==> config.mk <==
export PLATFORM = sky130hd
export DESIGN_NAME = crc32_wire
export DESIGN_NICKNAME = d
export VERILOG_FILES = /design/src/rtl/crc32_wire_pkg.sv /design/src/rtl/crc32_wire_dp.sv /design/src/rtl/crc32_wire_ctrl.sv /design/src/rtl/crc32_wire.sv
export SDC_FILE = /design/constraint.sdc
export NUM_CORES = 1
export LEC_CHECK = 0
export BUFFER_PORTS_ARGS = -buffer_cell sky130_fd_sc_hd__buf_4
export CELL_PAD_IN_SITES_DETAIL_PLACEMENT = 1
export CELL_PAD_IN_SITES_GLOBAL_PLACEMENT = 1
export CORE_MARGIN = 2
export CORE_UTILIZATION = 48
export CTS_BUF_LIST = sky130_fd_sc_hd__clkbuf_4
export DETAILED_ROUTE_END_ITERATION = 6
export PLACE_DENSITY = 0.79
export SLEW_MARGIN = 20
export SYNTH_ARGS = -nofsm -noshare
export SYNTH_HDL_FRONTEND = slang
export SYNTH_SLANG_ARGS = --single-unit
==> constraint.sdc <==
create_clock -name clk -period 3.3 [get_ports clk]
set_input_delay 0.66 -clock clk [delete_from_list [all_inputs] [get_ports clk]]
set_output_delay 0.66 -clock clk [all_outputs]
set_load 0.01 [all_outputs]
==> src/rtl/crc32_wire_pkg.sv <==
package crc32_wire_pkg;

  // Strobes from control to datapath, one set per cycle.
  typedef struct packed {
    logic absorb;    // take inData into the remainder
    logic seedOnes;  // start this byte from the all-ones preset
    logic endMsg;    // this byte closes the message
    logic capture;   // latch the inverted remainder for sending
    logic check;     // compare the remainder with the residue
    logic shiftSum;  // consumer took the current checksum byte
  } crcCtrl_t;

endpackage

==> src/rtl/crc32_wire_dp.sv <==
module crc32_wire_dp
  import crc32_wire_pkg::*;
#(
  parameter int CRC_W = 32,
  parameter int BYTE_W = 8,
  parameter logic [CRC_W-1:0] POLY = 32'h82F63B78,
  parameter logic [CRC_W-1:0] RESIDUE = 32'hB798B438
) (
  input  logic              clk,
  input  logic              rst,
  input  crcCtrl_t          ctrl,
  input  logic [BYTE_W-1:0] inData,
  output logic [BYTE_W-1:0] sumByte,
  output logic              chkGood
);

  localparam logic [CRC_W-1:0] ONES = {CRC_W{1'b1}};

  logic [CRC_W-1:0] crcReg;
  logic [CRC_W-1:0] sumReg;
  logic [CRC_W-1:0] stage [0:BYTE_W];

  assign stage[0] = ctrl.seedOnes ? ONES : crcReg;

  // One reflected division step per bit, bit 0 of the byte first.
  for (genvar i = 0; i < BYTE_W; i++) begin : g_step
    logic [CRC_W-1:0] mixed;
    assign mixed = stage[i] ^ {{(CRC_W-1){1'b0}}, inData[i]};
    assign stage[i+1] = mixed[0] ? ((mixed >> 1) ^ POLY) : (mixed >> 1);
  end

  always_ff @(posedge clk) begin
    if (rst) begin
      crcReg <= ONES;
    end else if (ctrl.absorb) begin
      crcReg <= ctrl.endMsg ? ONES : stage[BYTE_W];
    end
  end

  always_ff @(posedge clk) begin
    if (rst) begin
      sumReg <= '0;
    end else if (ctrl.capture) begin
      sumReg <= ~stage[BYTE_W];
    end else if (ctrl.shiftSum) begin
      sumReg <= sumReg >> BYTE_W;
    end
  end

  always_ff @(posedge clk) begin
    if (rst) begin
      chkGood <= 1'b0;
    end else if (ctrl.check) begin
      chkGood <= (stage[BYTE_W] == RESIDUE);
    end
  end

  assign sumByte = sumReg[BYTE_W-1:0];

endmodule

==> src/rtl/crc32_wire_ctrl.sv <==
module crc32_wire_ctrl
  import crc32_wire_pkg::*;
#(
  parameter int CRC_W = 32,
  parameter int BYTE_W = 8
) (
  input  logic     clk,
  input  logic     rst,
  input  logic     inValid,
  input  logic     inSom,
  input  logic     inEom,
  input  logic     txMode,
  input  logic     outReady,
  output crcCtrl_t ctrl,
  output logic     outValid,
  output logic     outLast,
  output logic     chkDone
);

  localparam int SUM_BYTES = CRC_W / BYTE_W;
  localparam int CNT_W = $clog2(SUM_BYTES + 1);
  localparam logic [CNT_W-1:0] CNT_FULL = CNT_W'(SUM_BYTES);
  localparam logic [CNT_W-1:0] CNT_ONE = CNT_W'(1);

  logic [CNT_W-1:0] sumLeft;

  always_comb begin
    ctrl.absorb   = inValid;
    ctrl.seedOnes = inValid & inSom;
    ctrl.endMsg   = inValid & inEom;
    ctrl.capture  = inValid & inEom & txMode;
    ctrl.check    = inValid & inEom & ~txMode;
    ctrl.shiftSum = outValid & outReady;
  end

  assign outValid = (sumLeft != '0);
  assign outLast  = (sumLeft == CNT_ONE);

  always_ff @(posedge clk) begin
    if (rst) begin
      sumLeft <= '0;
    end else if (ctrl.capture) begin
      sumLeft <= CNT_FULL;
    end else if (ctrl.shiftSum) begin
      sumLeft <= sumLeft - CNT_ONE;
    end
  end

  always_ff @(posedge clk) begin
    if (rst) begin
      chkDone <= 1'b0;
    end else begin
      chkDone <= ctrl.check;
    end
  end

endmodule

==> src/rtl/crc32_wire.sv <==
module crc32_wire
  import crc32_wire_pkg::*;
#(
  parameter int CRC_W = 32,
  parameter int BYTE_W = 8,
  parameter logic [CRC_W-1:0] POLY = 32'h82F63B78,
  parameter logic [CRC_W-1:0] RESIDUE = 32'hB798B438
) (
  input  logic              clk,
  input  logic              rst,
  input  logic              inValid,
  input  logic [BYTE_W-1:0] inData,
  input  logic              inSom,
  input  logic              inEom,
  input  logic              txMode,
  input  logic              outReady,
  output logic              outValid,
  output logic [BYTE_W-1:0] outData,
  output logic              outLast,
  output logic              chkDone,
  output logic              chkGood
);

  crcCtrl_t ctrl;

  crc32_wire_ctrl #(
    .CRC_W(CRC_W),
    .BYTE_W(BYTE_W)
  ) u_ctrl (
    .clk(clk),
    .rst(rst),
    .inValid(inValid),
    .inSom(inSom),
    .inEom(inEom),
    .txMode(txMode),
    .outReady(outReady),
    .ctrl(ctrl),
    .outValid(outValid),
    .outLast(outLast),
    .chkDone(chkDone)
  );

  crc32_wire_dp #(
    .CRC_W(CRC_W),
    .BYTE_W(BYTE_W),
    .POLY(POLY),
    .RESIDUE(RESIDUE)
  ) u_dp (
    .clk(clk),
    .rst(rst),
    .ctrl(ctrl),
    .inData(inData),
    .sumByte(outData),
    .chkGood(chkGood)
  );

endmodule

Word-level counts from Yosys, hierarchy flattened
Cells that the tools add are included.

cells by class
  reduce and logical (&&, ||, !) cells = 3
  $add $sub $neg = 1
  $mul = 0
  $lt $le $gt $ge = 0
  eq/ne operators = 2
  shift-type cells = 0
  bitwise operators = 23
  div/mod/pow operators = 0
  multiplexer cells = 14

operators with widths
  operator                count
  $mux W32                12
  $xor A32 B1 Y32         8
  $not A16 Y17            8
  $eq A32 B32 Y1 const B  1
  $not A32 Y32            1
  $mux W3                 2
  $and A1 B1 Y1           5
  $eq A3 B1 Y1 const B    1
  $reduce_bool A3 Y1      1
  $sub A3 B1 Y3 const B   1
  $reduce_bool A2 Y1      1
  $reduce_or A2 Y1        1
  $not A1 Y1              1

storage, ports and cells
  bits of input ports = 15
  output and inout port bits = 12
  word-level logic and storage cells = 49
  flip-flop bits (word level) = 69
  bits in writable memories = 0
  memories = 0
  memory bits (read-only) = 0
  bits in latches = 0

Logic depth before layout (Yosys ltp)
  word-level depth = 28
  mapped depth = 11
  depth with buffers taken out = 8

By module
Synthesis repeated with hierarchy kept, for this count alone.

unflattened totals
  cells, all modules = 498
  area total of the unflattened synthesis = 4541.9 sq um

by module, submodules not included
  module           cells an instance  instances  sequential area each (sq um)  area an instance (sq um)
  crc32_wire_dp    468                1          1301.2                        4275.4
  crc32_wire_ctrl  30                 1          80.1                          266.5

Least setup slack after synthesis
Ideal clock, no wire load.

  path kind = in2reg
  start point = in inData[1]
  end point = reg u_dp.chkGood
  buffers on the path = 1
  setup time = 0.084 ns
  data arrival time = 2.652 ns
  path slack = 0.563 ns
  data required time = 3.216 ns
  stages = 8
  cells stage by stage = buf_4 > xor2_2 > xnor3_1 > xnor2_1 > xor2_1 > o41ai_1 > o31ai_1 > o31ai_2

between the ends
  longest elaborated chain between the ends = 20
  elaborated cells between the ends (all ways) = 21
  classes of those cells = eq/ne (1); mux (7); bitwise (13)

ends and longest elaborated chain
  what                           RTL line             RTL
  start, declared                crc32_wire.sv:12     input logic [BYTE_W-1:0] inData,
  $xor A32 B1 Y32 *              crc32_wire_dp.sv:28  assign mixed = stage[i] ^ {{(CRC_W-1){1'b0}}, inData[i]};
  $mux W32 *                     crc32_wire_dp.sv:29  assign stage[i+1] = mixed[0] ? ((mixed >> 1) ^ POLY) : (mixed >> 1);
  $xor A32 B1 Y32 *              crc32_wire_dp.sv:28
  $not A16 Y17 (no source line)  --
  $mux W32 *                     crc32_wire_dp.sv:29
  $xor A32 B1 Y32 *              crc32_wire_dp.sv:28
  $mux W32 *                     crc32_wire_dp.sv:29
  $xor A32 B1 Y32 *              crc32_wire_dp.sv:28
  [4 not listed]                 --
  $mux W32 *                     crc32_wire_dp.sv:29
  $xor A32 B1 Y32 *              crc32_wire_dp.sv:28
  $not A16 Y17 (no source line)  --
  $mux W32 *                     crc32_wire_dp.sv:29
  $xor A32 B1 Y32 *              crc32_wire_dp.sv:28
  $not A16 Y17 (no source line)  --
  $mux W32 *                     crc32_wire_dp.sv:29
  $eq A32 B32 Y1 *               crc32_wire_dp.sv:54  chkGood <= (stage[BYTE_W] == RESIDUE);
  end signal, assigned           crc32_wire_dp.sv:54
  end, declared                  crc32_wire_dp.sv:14  output logic chkGood

Every way passes the cells marked *; elsewhere a longest branch is shown, timed or not.
A chain may end at the register's enable or synchronous reset.

Worst setup path after layout
  start point = reg u_dp.crcReg[1]
  end point = reg u_dp.chkGood

between the ends
  longest elaborated chain between the ends = 23
  elaborated cells between the ends (all ways) = 24
  classes of those cells = eq/ne (1); mux (9); bitwise (14)

ends and longest elaborated chain
  what                           RTL line             RTL
  start, declared                crc32_wire_dp.sv:19  logic [CRC_W-1:0] crcReg;
  start signal, assigned         crc32_wire_dp.sv:36  crcReg <= ctrl.endMsg ? ONES : stage[BYTE_W];
  $mux W32 *                     crc32_wire_dp.sv:23  assign stage[0] = ctrl.seedOnes ? ONES : crcReg;
  $xor A32 B1 Y32 *              crc32_wire_dp.sv:28
  $mux W32 *                     crc32_wire_dp.sv:29
  $xor A32 B1 Y32 *              crc32_wire_dp.sv:28
  $mux W32 *                     crc32_wire_dp.sv:29
  $xor A32 B1 Y32 *              crc32_wire_dp.sv:28
  $not A16 Y17 (no source line)  --
  $mux W32 *                     crc32_wire_dp.sv:29
  [7 not listed]                 --
  $mux W32 *                     crc32_wire_dp.sv:29
  $xor A32 B1 Y32 *              crc32_wire_dp.sv:28
  $not A16 Y17 (no source line)  --
  $mux W32 *                     crc32_wire_dp.sv:29
  $xor A32 B1 Y32 *              crc32_wire_dp.sv:28
  $not A16 Y17 (no source line)  --
  $mux W32 *                     crc32_wire_dp.sv:29
  $eq A32 B32 Y1 *               crc32_wire_dp.sv:54

Marks and branches as above.

==> reports/summary.txt <==
====================================================================================
Post-cts sizing count                                                              0
Final setup violation count                                                        0
Top-level port count                                                              27
Maximum operating frequency                                                  364 MHz
Multi-input combinational cell area                                     0.00293 mm^2
Worst min-delay path category                                              in -> reg
Data arrival time of the critical path                                       3090 ps
Post-detail-place hpwl                                                       10.0 mm
Filler cell count in the final layout                                           1134
Most common cell after layout, fill and taps aside                      sky130_fd_sc_hd__nand2_1
Layout Area Growth over Synthesis                                              10.3%
Count of TritonRoute iterations in the first routing pass                          5
RD Place Congestion                                                            0.904
Full die area                                                            0.0103 mm^2
Post-synth EDFFs                                                                   0
Normalized max-slew margin                                                     0.527
Overall die height                                                            101 um
Result of the run                                                          completed
FFs w/ async S/R, synth                                                            0
Combined global-route utilization of all metal layers                          0.278
Max Slew Vio Count                                                                 0
Accumulated negative setup slack                                                0 ps
Kind of cell with the highest combined delay on the critical path       XOR/XNOR gates
Final hold violation count                                                         0
Largest net degree at the start of global routing                                 39
Number of CTS-inserted buffers                                                     9
Category of the worst setup path capture point                             flip-flop
IO Port Bufs                                                                      26
Routed vias                                                                     3850
Synthesized netlist cell count                                                   541
Worst slew pin tran                                                           707 ps
H-Tree Level Count                                                                 3
Clock transition at the registers of the reported paths                       130 ps
Mapped Nets                                                                      559
Routed length per placed instance                                            20.0 um
Clock tree skew after final layout                                           21.8 ps
Synth cell types                                                                  55
Post-detailed-routing wire length                                            13.5 mm
Path type of the worst setup path                                         reg -> reg
Dominant synthesized flop cell                                          sky130_fd_sc_hd__dfxtp_1
Layout Nets                                                                      578
Data required time at the worst endpoint                                     3640 ps
Cell area after technology mapping                                      0.00454 mm^2
Max-capacitance violation count                                                    0
Number of antenna violations at the first check in global routing                  0
Fraction of the cycle the final worst path needs                               0.834
Grt total ovfl                                                                     0
Number of warnings reported in the yosys synthesis log                             0
Post-Synthesis Mean Instance Area                                          8.40 um^2
Period minus WS final                                                        2750 ps
Number of buffers inserted for hold repair after clock tree synthesis              0
Initial detailed-routing violation count                                         174
Number of placed instances with taps included                                    660
Number of antenna-violating nets in the routed design                              0
Non-Filler Instances                                                             675
Number of global-route vias before repair                                       3983
Effective utilization at floorplan                                             0.494
Wire length of the first global-routing pass                                 21.5 mm
Unrepaired setup endpoints after global routing                                   no
Flip-flop and latch area                                                0.00138 mm^2
Crit path top cell by count                                             sky130_fd_sc_hd__xnor2_4
Cell-by-cell listing of the critical path                               xnor2_1, nor2_4, xnor2_4, xnor2_4, or3_1, a221oi_1, nand4_1, o31ai_2
Fraction of the yosys area taken by sequential cells                           0.304
N_diodes                                                                           0
Largest stage delay on the critical path                                      550 ps
Count of unresolved DRC violations after routing                                   0
Startpoint class of the critical path                                      flip-flop
Number of buffers and inverters on the critical path                               0
Number of cell rows                                                               35
Number of sinks driven by the clock tree                                          69
Maximum number of buffers from clock root to sink                                  2
Maximum fanout count along the critical path                                       9
Clock tree from TritonCTS                                                       done
Number of post-CTS setup repair buffers                                            0
Most used cells in the layout excluding fill and tap cells              sky130_fd_sc_hd__nand2_1, sky130_fd_sc_hd__dfxtp_1, sky130_fd_sc_hd__xnor2_1
Clock Tree Root                                                         sky130_fd_sc_hd__clkbuf_4
Seq cells post-synth                                                              69
Area inside the core boundary                                           0.00920 mm^2
Width of the die                                                              101 um
Share of layout cells above drive strength 1                                   0.165
Insertion delay of the later-clocked pin in the worst-skew pair               440 ps
Via density                                                                     5.70
Cell at the slowest stage of the critical path                          sky130_fd_sc_hd__dfxtp_1
====================================================================================
==> metal layers <==
metal | vias up | wire [um] | GRT usage
met4 | 0 | 387 | 0.106
met2 | 102 | 6600 | 0.457
li1 | 1832 | - | -
met1 | 1888 | 5900 | 0.369
met3 | 28 | 594 | 0.0428
met5 | - | 0 | 0
==> kinds of logic (layout without fill, tap and decap cells) <==
group | count (synthesis) | after routing | share of synthesized area
AOI/OAI and AO/OA | 87 | 87 | 0.130
and+or+nand+nor | 213 | 213 | 0.201
adders and majority gates | 3 | 3 | 0.00826
muxes | 5 | 5 | 0.0113
DFF | 69 | 69 | 0.304
buffers and inverters | 48 | 71 | 0.0518
xor gates and xnor gates | 116 | 116 | 0.293
==> final cells by class <==
cell class	instances	share of cell area
inverter	4	0.00300
tap	111	0.0277
clock inverter	6	0.0172
multi-input combinational	424	0.585
timing repair buffer	52	0.0779
sequential	69	0.276
clock buffer	9	0.0135
==> state kept, by name, summed over array words and instances (netlist names) <==
signal,count
u_dp.crcReg,32
u_dp.sumReg,32
u_ctrl.sumLeft,3
u_ctrl.chkDone,1
u_dp.chkGood,1
==> metrics by stage <==
| step | cell area (um^2) | utilization | setup WS [ps] | hold WS, ps |
|---|---|---|---|---|
| floorplan | 4540 | - | 563 | 442 |
| CTS | 5010 | 0.545 | 590 | 463 |
| finish | 5010 | 0.545 | 549 | 466 |
| global route | 5010 | 0.545 | 407 | 456 |
| detailed placement | 4860 | 0.528 | 218 | 473 |
| global placement | 4860 | 0.528 | 292 | 461 |
==> cell usage after synthesis (2+ instances only) <==
| cell | instances | area [um^2] |
|---|---|---|
| sky130_fd_sc_hd__nand2_1 | 113 | 424 |
| sky130_fd_sc_hd__dfxtp_1 | 69 | 1380 |
| sky130_fd_sc_hd__xnor2_1 | 63 | 552 |
| sky130_fd_sc_hd__nor2_1 | 57 | 214 |
| sky130_fd_sc_hd__xor2_1 | 29 | 254 |
| sky130_fd_sc_hd__o21ai_0 | 28 | 140 |
| sky130_fd_sc_hd__clkbuf_1 | 23 | 86.3 |
| sky130_fd_sc_hd__a311oi_1 | 22 | 193 |
| sky130_fd_sc_hd__buf_4 | 13 | 97.6 |
| sky130_fd_sc_hd__a21oi_1 | 11 | 55.1 |
| sky130_fd_sc_hd__a22oi_1 | 8 | 60.1 |
| sky130_fd_sc_hd__nand3_1 | 8 | 40.0 |
| sky130_fd_sc_hd__xnor3_1 | 8 | 180 |
| sky130_fd_sc_hd__nor3_1 | 6 | 30.0 |
| sky130_fd_sc_hd__buf_2 | 5 | 25.0 |
| sky130_fd_sc_hd__a211oi_1 | 4 | 30.0 |
| sky130_fd_sc_hd__inv_1 | 4 | 15.0 |
| sky130_fd_sc_hd__mux2i_1 | 4 | 40.0 |
| sky130_fd_sc_hd__or3_1 | 4 | 25.0 |
| sky130_fd_sc_hd__xnor2_2 | 4 | 65.1 |
| sky130_fd_sc_hd__xnor2_4 | 4 | 110 |
| sky130_fd_sc_hd__and3_1 | 3 | 18.8 |
| sky130_fd_sc_hd__buf_1 | 3 | 11.3 |
| sky130_fd_sc_hd__ha_1 | 3 | 37.5 |
| sky130_fd_sc_hd__nand4_1 | 3 | 18.8 |
| sky130_fd_sc_hd__nor2b_1 | 3 | 18.8 |
| sky130_fd_sc_hd__o211ai_1 | 3 | 22.5 |
| sky130_fd_sc_hd__xnor3_2 | 3 | 71.3 |
| sky130_fd_sc_hd__xor2_2 | 3 | 48.8 |
| sky130_fd_sc_hd__and3b_1 | 2 | 17.5 |
| sky130_fd_sc_hd__nand2b_1 | 2 | 12.5 |
| sky130_fd_sc_hd__nor2_2 | 2 | 12.5 |
| sky130_fd_sc_hd__o21ai_1 | 2 | 10.0 |
==> final timing paths <==
| path | startpoint | end | slack, ps | depth (start not counted) |
|---|---|---|---|---|
| worst max-delay path | u_dp.crcReg[1]$_SDFFE_PP1P_ | u_dp.chkGood$_SDFFE_PP0P_ | 550 | 8 |
| worst min-delay path | txMode | u_ctrl.chkDone$_SDFF_PP0_ | 470 | 2 |
| worst max register to register | u_dp.crcReg[1]$_SDFFE_PP1P_ | u_dp.chkGood$_SDFFE_PP0P_ | 550 | 8 |
| worst min register to register | u_dp.sumReg[23]$_SDFFE_PP0P_ | u_dp.sumReg[15]$_SDFFE_PP0P_ | 470 | 2 |
Power is left out: the tool's default activity adds up to more than one toggle a clock period on the data nets, which glitch-free logic cannot reach.
